[config.mk]
export PLATFORM = sky130hd
export DESIGN_NAME = uart_rx_buffer
export DESIGN_NICKNAME = d
export VERILOG_FILES = /design/src/rtl/rxb_pkg.sv /design/src/rtl/rxb_storage.sv /design/src/rtl/rxb_occupancy.sv /design/src/rtl/rxb_char_timer.sv /design/src/rtl/uart_rx_buffer.sv
export SDC_FILE = /design/constraint.sdc
export NUM_CORES = 1
export LEC_CHECK = 0
export BUFFER_PORTS_ARGS = -buffer_cell sky130_fd_sc_hd__buf_2
export CAP_MARGIN = 20
export CORE_AREA = 2 2 124 126
export DETAILED_ROUTE_END_ITERATION = 6
export DIE_AREA = 0 0 126 128
export PLACE_DENSITY_LB_ADDON = 0.05
export SYNTH_ARGS = -nofsm -noshare
export SYNTH_HDL_FRONTEND = slang
export SYNTH_SLANG_ARGS = --single-unit
[constraint.sdc]
create_clock -name clk -period 6.39 [get_ports clk]
set_clock_uncertainty 0.05 [all_clocks]
set_input_delay 1.278 -clock clk [delete_from_list [all_inputs] [get_ports clk]]
set_output_delay 1.278 -clock clk [all_outputs]
set_load 0.02 [all_outputs]
[src/rtl/rxb_pkg.sv]
package rxb_pkg;

  localparam int unsigned FRAME_MAX = 12;

  typedef enum logic [1:0] {
    LVL_1  = 2'b00,
    LVL_4  = 2'b01,
    LVL_8  = 2'b10,
    LVL_14 = 2'b11
  } trig_sel_e;

  // trigger level in bytes
  function automatic logic [4:0] trig_level(input trig_sel_e sel);
    case (sel)
      LVL_1:   return 5'd1;
      LVL_4:   return 5'd4;
      LVL_8:   return 5'd8;
      default: return 5'd14;
    endcase
  endfunction

  // bits per character from line-control bits 3:0
  function automatic logic [3:0] frame_bits(input logic [3:0] fmt);
    logic [3:0] n;
    n = 4'd6 + {2'b00, fmt[1:0]};
    n = n + {3'b000, fmt[3]};
    n = n + (fmt[2] ? 4'd2 : 4'd1);
    return n;
  endfunction

endpackage

[src/rtl/rxb_storage.sv]
module rxb_storage #(
  parameter int unsigned DW    = 8,
  parameter int unsigned DEPTH = 16,
  localparam int unsigned AW   = (DEPTH > 1) ? $clog2(DEPTH) : 1
) (
  input  logic          clk,
  input  logic          rst,
  input  logic          wr_en,
  input  logic [AW-1:0] wr_addr,
  input  logic [DW-1:0] wr_data,
  input  logic          rd_en,
  input  logic [AW-1:0] rd_addr,
  output logic [DW-1:0] rd_q
);

  logic [DW-1:0] mem [DEPTH];

  always_ff @(posedge clk) begin
    if (wr_en) mem[wr_addr] <= wr_data;
  end

  always_ff @(posedge clk) begin
    if (rst)        rd_q <= '0;
    else if (rd_en) rd_q <= mem[rd_addr];
  end

endmodule

[src/rtl/rxb_occupancy.sv]
module rxb_occupancy #(
  parameter int unsigned DEPTH = 16,
  localparam int unsigned AW   = (DEPTH > 1) ? $clog2(DEPTH) : 1,
  localparam int unsigned CW   = $clog2(DEPTH + 1)
) (
  input  logic          clk,
  input  logic          rst,
  input  logic          push,
  input  logic          pop,
  input  logic          clear,
  output logic [AW-1:0] wr_ptr,
  output logic [AW-1:0] rd_ptr,
  output logic [CW-1:0] count,
  output logic [CW-1:0] count_nxt
);

  function automatic logic [AW-1:0] bump(input logic [AW-1:0] p);
    return (p == AW'(DEPTH - 1)) ? '0 : p + 1'b1;
  endfunction

  always_comb begin
    if (clear) count_nxt = '0;
    else       count_nxt = count + CW'(push) - CW'(pop);
  end

  always_ff @(posedge clk) begin
    if (rst || clear) begin
      wr_ptr <= '0;
      rd_ptr <= '0;
      count  <= '0;
    end else begin
      if (push) wr_ptr <= bump(wr_ptr);
      if (pop)  rd_ptr <= bump(rd_ptr);
      count <= count_nxt;
    end
  end


  count_le_depth_chk: assert property (@(posedge clk) disable iff (rst)
    count <= CW'(DEPTH));


  no_push_full_chk: assert property (@(posedge clk) disable iff (rst)
    push |-> count != CW'(DEPTH));


  no_pop_empty_chk: assert property (@(posedge clk) disable iff (rst)
    pop |-> count != '0);

endmodule

[src/rtl/rxb_char_timer.sv]
module rxb_char_timer
  import rxb_pkg::*;
#(
  parameter int unsigned TO_MULT   = 4,
  localparam int unsigned LIMIT_MAX = TO_MULT * FRAME_MAX,
  localparam int unsigned TW        = $clog2(LIMIT_MAX + 1)
) (
  input  logic       clk,
  input  logic       rst,
  input  logic [3:0] fmt,
  input  logic       bit_tick,
  input  logic       restart,
  input  logic       cancel,
  output logic       expired
);

  logic          active_q;
  logic [TW-1:0] cnt_q;
  logic [TW-1:0] limit;

  assign limit   = TW'(TO_MULT * frame_bits(fmt));
  assign expired = active_q && bit_tick && !restart && !cancel &&
                   (cnt_q >= limit - TW'(1));

  always_ff @(posedge clk) begin
    if (rst || cancel) begin
      active_q <= 1'b0;
      cnt_q    <= '0;
    end else if (restart) begin
      active_q <= 1'b1;
      cnt_q    <= '0;
    end else if (expired) begin
      active_q <= 1'b0;
      cnt_q    <= '0;
    end else if (active_q && bit_tick) begin
      cnt_q <= cnt_q + 1'b1;
    end
  end


  cnt_in_range_chk: assert property (@(posedge clk) disable iff (rst)
    active_q |-> cnt_q < TW'(LIMIT_MAX));


  cancel_stops_chk: assert property (@(posedge clk) disable iff (rst)
    cancel |=> !active_q);

endmodule

[src/rtl/uart_rx_buffer.sv]
module uart_rx_buffer
  import rxb_pkg::*;
#(
  parameter int unsigned DW      = 8,
  parameter int unsigned DEPTH   = 16,
  parameter int unsigned TO_MULT = 4,
  localparam int unsigned AW     = (DEPTH > 1) ? $clog2(DEPTH) : 1,
  localparam int unsigned CW     = $clog2(DEPTH + 1)
) (
  input  logic          clk,
  input  logic          rst,
  input  logic          rx_valid,
  input  logic [DW-1:0] rx_data,
  input  logic          rx_break,
  input  logic          bit_tick,
  input  logic          fcr_we,
  input  logic [7:0]    fcr_wdata,
  input  logic          lcr_we,
  input  logic [7:0]    lcr_wdata,
  input  logic          rbr_rd,
  input  logic          lsr_rd,
  output logic [DW-1:0] rbr_data,
  output logic          data_ready,
  output logic          overrun,
  output logic          break_seen,
  output logic          timeout_pend,
  output logic [CW-1:0] fifo_count,
  output logic          trig_reached,
  output logic          fifo_on,
  output logic          tx_flush
);

  logic          fifo_en_q;
  trig_sel_e     lvl_q;
  logic [3:0]    fmt_q;
  logic [DW-1:0] hold_q, alt_q, ram_q;
  logic          src_ram_q;
  logic          dr_q, ovr_q, brk_q, pend_q, trig_q, txf_q;

  logic          push_req, en_change, clr_rx, clr_tx;
  logic          full, empty, do_push, do_pop, rd_live, ovr_set;
  logic          restart, expired, en_nxt, dr_nxt, brk_nxt, trig_nxt;
  logic          rd_clears;
  trig_sel_e     lvl_nxt;
  logic [DW-1:0] push_byte;
  logic [AW-1:0] wr_ptr, rd_ptr;
  logic [CW-1:0] count_q, count_nxt;
  logic          unused_bits;

  assign unused_bits = ^{fcr_wdata[5:3], lcr_wdata[7:4]};

  always_comb begin
    push_req  = rx_valid | rx_break;
    push_byte = rx_break ? '0 : rx_data;
    en_change = fcr_we && (fcr_wdata[0] != fifo_en_q);
    clr_rx    = fcr_we && (fcr_wdata[1] || en_change);
    clr_tx    = fcr_we && (fcr_wdata[2] || en_change);
    full      = (count_q == CW'(DEPTH));
    empty     = (count_q == '0);
    do_push   = fifo_en_q && push_req && !clr_rx && !full;
    do_pop    = fifo_en_q && rbr_rd && !clr_rx && !empty;
    rd_live   = rbr_rd && !clr_rx;
    ovr_set   = push_req && !clr_rx && (fifo_en_q ? full : dr_q);
    restart   = fifo_en_q && !clr_rx &&
                (push_req || (rd_live && count_nxt != '0));
    en_nxt    = fcr_we ? fcr_wdata[0] : fifo_en_q;
    lvl_nxt   = (fcr_we && fcr_wdata[0]) ? trig_sel_e'(fcr_wdata[7:6]) : lvl_q;
    rd_clears = rd_live && (!fifo_en_q || count_nxt == '0);

    if (clr_rx)          dr_nxt = 1'b0;
    else if (push_req)   dr_nxt = 1'b1;
    else if (rd_clears)  dr_nxt = 1'b0;
    else                 dr_nxt = dr_q;

    if (clr_rx)                   brk_nxt = 1'b0;
    else if (rx_break)            brk_nxt = 1'b1;
    else if (lsr_rd || rd_clears) brk_nxt = 1'b0;
    else                          brk_nxt = brk_q;

    trig_nxt = en_nxt ? (count_nxt >= CW'(trig_level(lvl_nxt))) : dr_nxt;
  end

  rxb_occupancy #(.DEPTH(DEPTH)) u_occ (
    .clk       (clk),
    .rst       (rst),
    .push      (do_push),
    .pop       (do_pop),
    .clear     (clr_rx),
    .wr_ptr    (wr_ptr),
    .rd_ptr    (rd_ptr),
    .count     (count_q),
    .count_nxt (count_nxt)
  );

  rxb_storage #(.DW(DW), .DEPTH(DEPTH)) u_mem (
    .clk     (clk),
    .rst     (rst),
    .wr_en   (do_push),
    .wr_addr (wr_ptr),
    .wr_data (push_byte),
    .rd_en   (do_pop),
    .rd_addr (rd_ptr),
    .rd_q    (ram_q)
  );

  rxb_char_timer #(.TO_MULT(TO_MULT)) u_tmr (
    .clk      (clk),
    .rst      (rst),
    .fmt      (fmt_q),
    .bit_tick (bit_tick),
    .restart  (restart),
    .cancel   (clr_rx),
    .expired  (expired)
  );

  always_ff @(posedge clk) begin
    if (rst) begin
      fifo_en_q <= 1'b0;
      lvl_q     <= LVL_1;
      fmt_q     <= '0;
      hold_q    <= '0;
      alt_q     <= '0;
      src_ram_q <= 1'b0;
      dr_q      <= 1'b0;
      ovr_q     <= 1'b0;
      brk_q     <= 1'b0;
      pend_q    <= 1'b0;
      trig_q    <= 1'b0;
      txf_q     <= 1'b0;
    end else begin
      fifo_en_q <= en_nxt;
      lvl_q     <= lvl_nxt;
      if (lcr_we) fmt_q <= lcr_wdata[3:0];
      if (!fifo_en_q && push_req && !clr_rx) hold_q <= push_byte;
      if (rd_live) begin
        src_ram_q <= fifo_en_q && !empty;
        alt_q     <= fifo_en_q ? '0 : hold_q;
      end
      dr_q  <= dr_nxt;
      brk_q <= brk_nxt;
      if (ovr_set)     ovr_q <= 1'b1;
      else if (lsr_rd) ovr_q <= 1'b0;
      if (clr_rx || rd_live)     pend_q <= 1'b0;
      else if (expired && !empty) pend_q <= 1'b1;
      trig_q <= trig_nxt;
      txf_q  <= clr_tx;
    end
  end

  assign rbr_data     = src_ram_q ? ram_q : alt_q;
  assign data_ready   = dr_q;
  assign overrun      = ovr_q;
  assign break_seen   = brk_q;
  assign timeout_pend = pend_q;
  assign fifo_count   = count_q;
  assign trig_reached = trig_q;
  assign fifo_on      = fifo_en_q;
  assign tx_flush     = txf_q;


  full_drop_chk: assert property (@(posedge clk) disable iff (rst)
    (fifo_en_q && full && push_req && !rbr_rd && !fcr_we)
      |=> (fifo_count == CW'(DEPTH)) && overrun);


  lsr_clear_chk: assert property (@(posedge clk) disable iff (rst)
    (lsr_rd && !rx_valid && !rx_break) |=> (!overrun && !break_seen));


  drain_chk: assert property (@(posedge clk) disable iff (rst)
    (fifo_en_q && rbr_rd && count_q == CW'(1) && !push_req && !fcr_we)
      |=> (!data_ready && !break_seen && fifo_count == '0));


  rx_clear_chk: assert property (@(posedge clk) disable iff (rst)
    (fcr_we && fcr_wdata[1]) |=> (fifo_count == '0 && !timeout_pend && !data_ready));


  break_mark_chk: assert property (@(posedge clk) disable iff (rst)
    (rx_break && !fcr_we) |=> (break_seen && data_ready));

endmodule

* Word-level counts from Yosys, hierarchy flattened
Memories as Yosys holds them, arrays and structs flattened. A register that Yosys moved wholly into a read port is not among the register bits.
Cells that the tools add are included.
** Storage, ports and cells
- Memories :: 1
- Output and inout bits :: 20
- Logic and storage cells :: 106
- Bits in registers :: 50
- Memory bits (writable) :: 128
** Memory list
- u_mem.mem :: words 16, bits a word 8, read ports 1, clocked after memory_dff 1, write ports 1, line rxb_storage.sv:16 : logic [DW-1:0] mem [DEPTH];
** Cells by class
- Reductions and logical operators :: 47
- Mux-type cells :: 23
- Bitwise operators :: 1
- $add $sub $neg :: 9
- Order comparisons :: 2
- Equal/unequal tests :: 6
** Operators by type and width (number)
- logical AND 1 bit :: 25
- 2-to-1 mux 8 bit :: 3
- 2-to-1 mux 1 bit :: 14
- case mux 4 bit (3 select lines) :: 1
- zero test 5 bit :: 2
- adder 4 x 1 -> 4 bit (second input constant) :: 2
- equality test 4 bit (second input constant) :: 2
- 2-to-1 mux 4 bit :: 2
- logical OR 1 bit :: 7
- adder 6 x 1 -> 6 bit (second input constant) :: 1
- greater-or-equal comparator 6 bit :: 1
- nonzero test 2 bit :: 3
- subtractor 6 x 1 -> 6 bit (second input constant) :: 1
- adder 5 x 1 -> 5 bit :: 1
- equality test 5 bit (second input constant) :: 1
- greater-or-equal comparator 5 bit :: 1
- zero test 1 bit :: 5
- 2-to-1 mux 5 bit :: 1
- nonzero test 5 bit :: 1
- subtractor 5 x 1 -> 5 bit :: 1
- adder 3 x 2 -> 4 bit (first input constant) :: 1
- adder 4 x 1 -> 4 bit :: 1
- adder 4 bit :: 1
- 2-to-1 mux 2 bit :: 2
- other kinds (7) :: 8

* Depth between registers and ports, before layout
- Depth in word-level cells :: 20
- Mapped depth :: 17
- Mapped depth without buffers :: 17

* Cells and area by module
From an unflattened synthesis, not the netlist that was laid out.
** Second synthesis, totals
- Cells, all modules :: 620
- Area, all modules :: 8106.5 um^2
** Modules (own cells, without submodules)
- rxb_storage :: instances 1, cells an instance 316, area an instance 5343.9 um^2
- uart_rx_buffer :: instances 1, cells an instance 158, area an instance 1447.6 um^2
- rxb_occupancy :: instances 1, cells an instance 88, area an instance 748.2 um^2
- rxb_char_timer :: instances 1, cells an instance 58, area an instance 566.8 um^2

* Worst setup path before layout
Ideal clock, no wire load.
- Kind :: input-to-reg
- Start :: input fcr_wdata[0]
- End :: register trig_q (netlist: trig_reached)
- Buffers on the path :: 0
- Slack :: 2.291 ns
- Cell stages on the path :: 13
- Data arrival time :: 3.918 ns
- Required time :: 6.209 ns
- Path through :: xor2_1 > o21a_4 > nor4_4 > ha_1 > inv_1 > fa_1 > xor2_1 > nor2_1 > ha_1 > o21ai_0 > a21oi_1 > a2111oi_0 > nor3_1
** Between the ends
- Cells in the longest elaborated chain, start to end :: 17
** Ends and longest elaborated chain
- from (decl) :: line uart_rx_buffer.sv:17 : input logic [7:0] fcr_wdata,
- != test 1 bit * :: line uart_rx_buffer.sv:55 : en_change = fcr_we && (fcr_wdata[0] != fifo_en_q);
- logical AND 1 bit * :: line uart_rx_buffer.sv:55
- logical OR 1 bit * :: line uart_rx_buffer.sv:56 : clr_rx = fcr_we && (fcr_wdata[1] || en_change);
- logical AND 1 bit * :: line uart_rx_buffer.sv:56
- zero test 1 bit * :: line uart_rx_buffer.sv:60 : do_push = fifo_en_q && push_req && !clr_rx && !full;
- logical AND 1 bit * (2 in a row) :: line uart_rx_buffer.sv:60
- via do_push :: line uart_rx_buffer.sv:41 : logic full, empty, do_push, do_pop, rd_live, ovr_set;
- adder 5 x 1 -> 5 bit * :: line rxb_occupancy.sv:23 : else count_nxt = count + CW'(push) - CW'(pop);
- [2 not listed]
- via count_nxt[2] :: line uart_rx_buffer.sv:47 : logic [CW-1:0] count_q, count_nxt;
- zero test 5 bit :: line uart_rx_buffer.sv:68 : rd_clears = rd_live && (!fifo_en_q || count_nxt == '0);
- logical OR 1 bit :: line uart_rx_buffer.sv:68
- logical AND 1 bit :: line uart_rx_buffer.sv:68
- 2-to-1 mux 1 bit :: line uart_rx_buffer.sv:72 : else if (rd_clears) dr_nxt = 1'b0;
- 2-to-1 mux 1 bit :: line uart_rx_buffer.sv:71 : else if (push_req) dr_nxt = 1'b1;
- 2-to-1 mux 1 bit :: line uart_rx_buffer.sv:70 : if (clr_rx) dr_nxt = 1'b0;
- 2-to-1 mux 1 bit * :: line uart_rx_buffer.sv:80 : trig_nxt = en_nxt ? (count_nxt >= CW'(trig_level(lvl_nxt))) : dr_nxt;
- to (signal assigned) :: line uart_rx_buffer.sv:145 : trig_q <= trig_nxt;
- to (decl) :: line uart_rx_buffer.sv:38 : logic dr_q, ovr_q, brk_q, pend_q, trig_q, txf_q;
Mark *: on every way through the listed nets, which the timed path passes. The rest lies on a longest branch.
A chain may end at the register's enable or synchronous reset.

* Worst setup path after layout
- Start :: register u_occ.count[2]
- End :: register trig_q (netlist: trig_reached)
** RTL lines
- from (decl) :: line rxb_occupancy.sv:13 : output logic [CW-1:0] count,
- from (signal assigned) :: line rxb_occupancy.sv:34 : count <= count_nxt;
- zero test 5 bit * :: line uart_rx_buffer.sv:59 : empty = (count_q == '0);
- zero test 1 bit * :: line uart_rx_buffer.sv:61 : do_pop = fifo_en_q && rbr_rd && !clr_rx && !empty;
- logical AND 1 bit * :: line uart_rx_buffer.sv:61
- via do_pop :: line uart_rx_buffer.sv:41
- subtractor 5 x 1 -> 5 bit * :: line rxb_occupancy.sv:23
- 2-to-1 mux 5 bit * :: line rxb_occupancy.sv:22 : if (clear) count_nxt = '0;
- via count_nxt[2] :: line uart_rx_buffer.sv:47
- zero test 5 bit :: line uart_rx_buffer.sv:68
- logical OR 1 bit :: line uart_rx_buffer.sv:68
- logical AND 1 bit :: line uart_rx_buffer.sv:68
- 2-to-1 mux 1 bit :: line uart_rx_buffer.sv:72
- 2-to-1 mux 1 bit :: line uart_rx_buffer.sv:71
- 2-to-1 mux 1 bit :: line uart_rx_buffer.sv:70
- 2-to-1 mux 1 bit * :: line uart_rx_buffer.sv:80
Marks and branches as above.

==> flow_metrics.env <==
export IMPL_status="finished clean"
export IMPL_clkTransAtPathRegs_ns=0.07
export IMPL_fin_setup_tns_ns=0
export IMPL_vdd_drop_max_uv=174.6
export IMPL_crit_type="reg -> reg"
export IMPL_cts_sinks=186
export IMPL_slew_headroom=0.3603
export IMPL_path_buf_inv=5
export IMPL_cts_hold_buf=0
export IMPL_cts_buffers=17
export IMPL_cts_resized=0
export IMPL_final_cell_mix="edfxtp_1 (128), nor2_1 (60), dfxtp_1 (57)"
export IMPL_tightest_slew_ns=0.9561
export IMPL_cts_root_buf="clkbuf_16"
export IMPL_grt_ovfl_total=0
export IMPL_min_period_ns=4.404
export IMPL_crit_required_ns=6.62
export IMPL_syn_nets=619
export IMPL_gp_congestion=0.8239
export IMPL_cts_tree="yes"
export IMPL_first_pass_iters=5
export IMPL_setup_viol=0
export IMPL_yosys_warnings=0
export IMPL_clock_fmax_ghz=0.2271
export IMPL_drcViolationCount=0
export IMPL_fin_nets=672
export IMPL_clockBufferDepth=2
export IMPL_wl_mm=16.28
export IMPL_track_usage=0.2132
export IMPL_drive_gt1_frac=0.2220
export IMPL_fin_crit_sh=0.6892
export IMPL_grt_max_degree=40
export IMPL_cpMaxStageDelayCell="or4b_2"
export IMPL_grt_pass1_wl_mm=25.32
export IMPL_core_mm2=0.01486
export IMPL_cts_setup_buffers=0
export IMPL_rr_worst_depth=18
export IMPL_antenna_left=0
export IMPL_crit_family="adder cells"
export IMPL_synth_edf_count=128
export IMPL_synth_distinct_cells=53
export IMPL_power_density_mw_per_mm2=275.8
export IMPL_syn2layout_area_growth_pct=13.31
export IMPL_path_max_fanout=22
export IMPL_die_area_mm2=0.01613
export IMPL_avgSynthCellArea_um2=14.12
export IMPL_placementRows=45
export IMPL_final_common_cell="edfxtp_1"
export IMPL_die_h_um=128
export IMPL_drtIter0Drc=326
export IMPL_post_dp_cell_area_mm2=0.008363
export IMPL_fp_dieW_um=126
export IMPL_ys_seq_elements=186
export IMPL_synthArstFlopShare=0
export IMPL_p_leak_nw=3.171
export IMPL_drv_cap=0
export IMPL_start_kind="flop"
export IMPL_wl_per_cell_um=20.00
export IMPL_hold_depth=2
export IMPL_synthCells=560
export IMPL_crit_arrival_ns=4.64
export IMPL_detailed_place_hpwl_mm=10.73
export IMPL_netlist_area_mm2=0.007905
export IMPL_io_pins=53
export IMPL_port_buffers=45
export IMPL_ys_flop_type="edfxtp_1"
export IMPL_min_delay_start="alt_q[1]"
export IMPL_fin_area_mm2=0.008957
export IMPL_start_util=0.5318
export IMPL_r2r_start="u_occ.count[2]"
export IMPL_slew_violations=0
export IMPL_antenna_found_initial=0
export IMPL_h_tree_depth=4
export IMPL_crit_chain="inv_1 > ha_1 > or4b_2 > o2111ai_1 > buf_4 > inv_1 > ha_1 > inv_1 > ha_1 > inv_1 > fa_1 > xor2_1 > nor2_1 > ha_1 > o21ai_0 > a21oi_1 > a2111oi_0 > nor3_1"
export IMPL_rsz0062_at_grt="false"
export IMPL_critPathLaunch="u_occ.count[2]"
export IMPL_cp_depth=18
export IMPL_insertion_delay_ns=0.43
export IMPL_via_count=4656
export IMPL_hold_viol_final=0
export IMPL_end_kind="flop"
export IMPL_hp_class="reg -> reg"
export IMPL_vias_per_cell=5.720
export IMPL_max_stage_delay_ns=0.66
export IMPL_yosysSeqAreaShare=0.6331
export IMPL_n_antenna_cell=0
export IMPL_first_global_vias=4603
[layer usage]
layer  vias to the layer above  global-route usage  wire length (µm)
met2                       109              0.3438              7916
li1                       2203                   -                 -
met4                         0             0.07304               282
met3                        18             0.04591               829
met1                      2326              0.2911              7250
met5                         -                   0                 0
[flip-flops by register name, indices dropped and copies added (netlist names), 2 cells and up]
register / count
u_occ.count: 5
alt_q: 8
u_occ.rd_ptr: 4
lvl_q: 2
fmt_q: 4
u_mem.mem: 128
u_occ.wr_ptr: 4
hold_q: 8
u_mem.rd_q: 8
u_tmr.cnt_q: 6
[through the flow]
stage | std cells | setup WS [ns] | hold slack (ns) | total power, mW | utilization
detailed placement | 781 | 1.617 | 0.3966 | 1.458 | 0.5626
global placement | 780 | 1.694 | 0.3953 | 1.452 | 0.5619
global route | 814 | 1.633 | 0.4240 | 2.552 | 0.6026
floorplan | 560 | 2.291 | 0.3794 | 1.411 | -
CTS | 813 | 1.991 | 0.4075 | 2.488 | 0.6021
finish | 814 | 1.986 | 0.4073 | 2.470 | 0.6026
[worst paths after layout]
check                                     to  slack, ns
worst max register to register  trig_reached       1.99
worst min register to register      alt_q[1]       0.41
worst max-delay path            trig_reached       1.99
worst min-delay path                alt_q[1]       0.41
[layout make-up]
class	instances	area, µm²
Clock buffer	17	425.4
Clock inverter	15	161.4
Fill cell	1181	5907
Inverter	23	86.33
Multi-Input combinational cell	325	2701
Sequential cell	186	5006
Tap cell	188	235.2
Timing Repair Buffer	60	341.6
[synth_stat cells, types with 2 or more instances]
library cell | count | area, µm²
mux2_2 | 9 | 101.4
o21bai_1 | 2 | 15.01
buf_2 | 5 | 25.02
clkbuf_1 | 17 | 63.81
ha_1 | 24 | 300.3
nand4b_1 | 2 | 17.52
a211oi_1 | 3 | 22.52
nor2_1 | 60 | 225.2
nand4_1 | 2 | 12.51
and2_1 | 6 | 37.54
a22oi_1 | 16 | 120.1
buf_4 | 2 | 15.01
a21oi_1 | 33 | 165.2
xor2_1 | 9 | 78.83
a31oi_1 | 2 | 12.51
xnor2_1 | 6 | 52.55
o21ai_0 | 10 | 50.05
nand3b_1 | 5 | 37.54
edfxtp_1 | 128 | 3844
mux2i_1 | 17 | 170.2
nand2_1 | 24 | 90.09
o21a_1 | 3 | 22.52
nor3_1 | 13 | 65.06
inv_1 | 23 | 86.33
nand3_1 | 5 | 25.02
fa_1 | 2 | 40.04
nor2b_1 | 15 | 93.84
mux4_2 | 32 | 720.7
nand2b_1 | 4 | 25.02
dfxtp_1 | 58 | 1161
[worst min-delay path, cell delays in order, from the launching register on]
cell and delay (ns):
dfxtp_1 0.31, nand2_1 0.05, a21oi_1 0.05
[logic make-up after synthesis]
group,count (synthesis),share of synthesized area
AND/OR/NAND/NOR,143,0.08927
buffers and inverters,49,0.02516
XOR/XNOR,15,0.01662
adder cells (fa/ha/maj),26,0.04305
flip-flops,186,0.6331
multiplexers,58,0.1255
AO/OA/AOI/OAI,83,0.06727
[power breakdown]
part           leakage, nW  switching, mW  internal, mW
Clock                0.283          0.455         0.584
Sequential            1.61        0.00725          1.30
Combinational         1.28         0.0808        0.0482
Power figures use the tool's default switching activity.
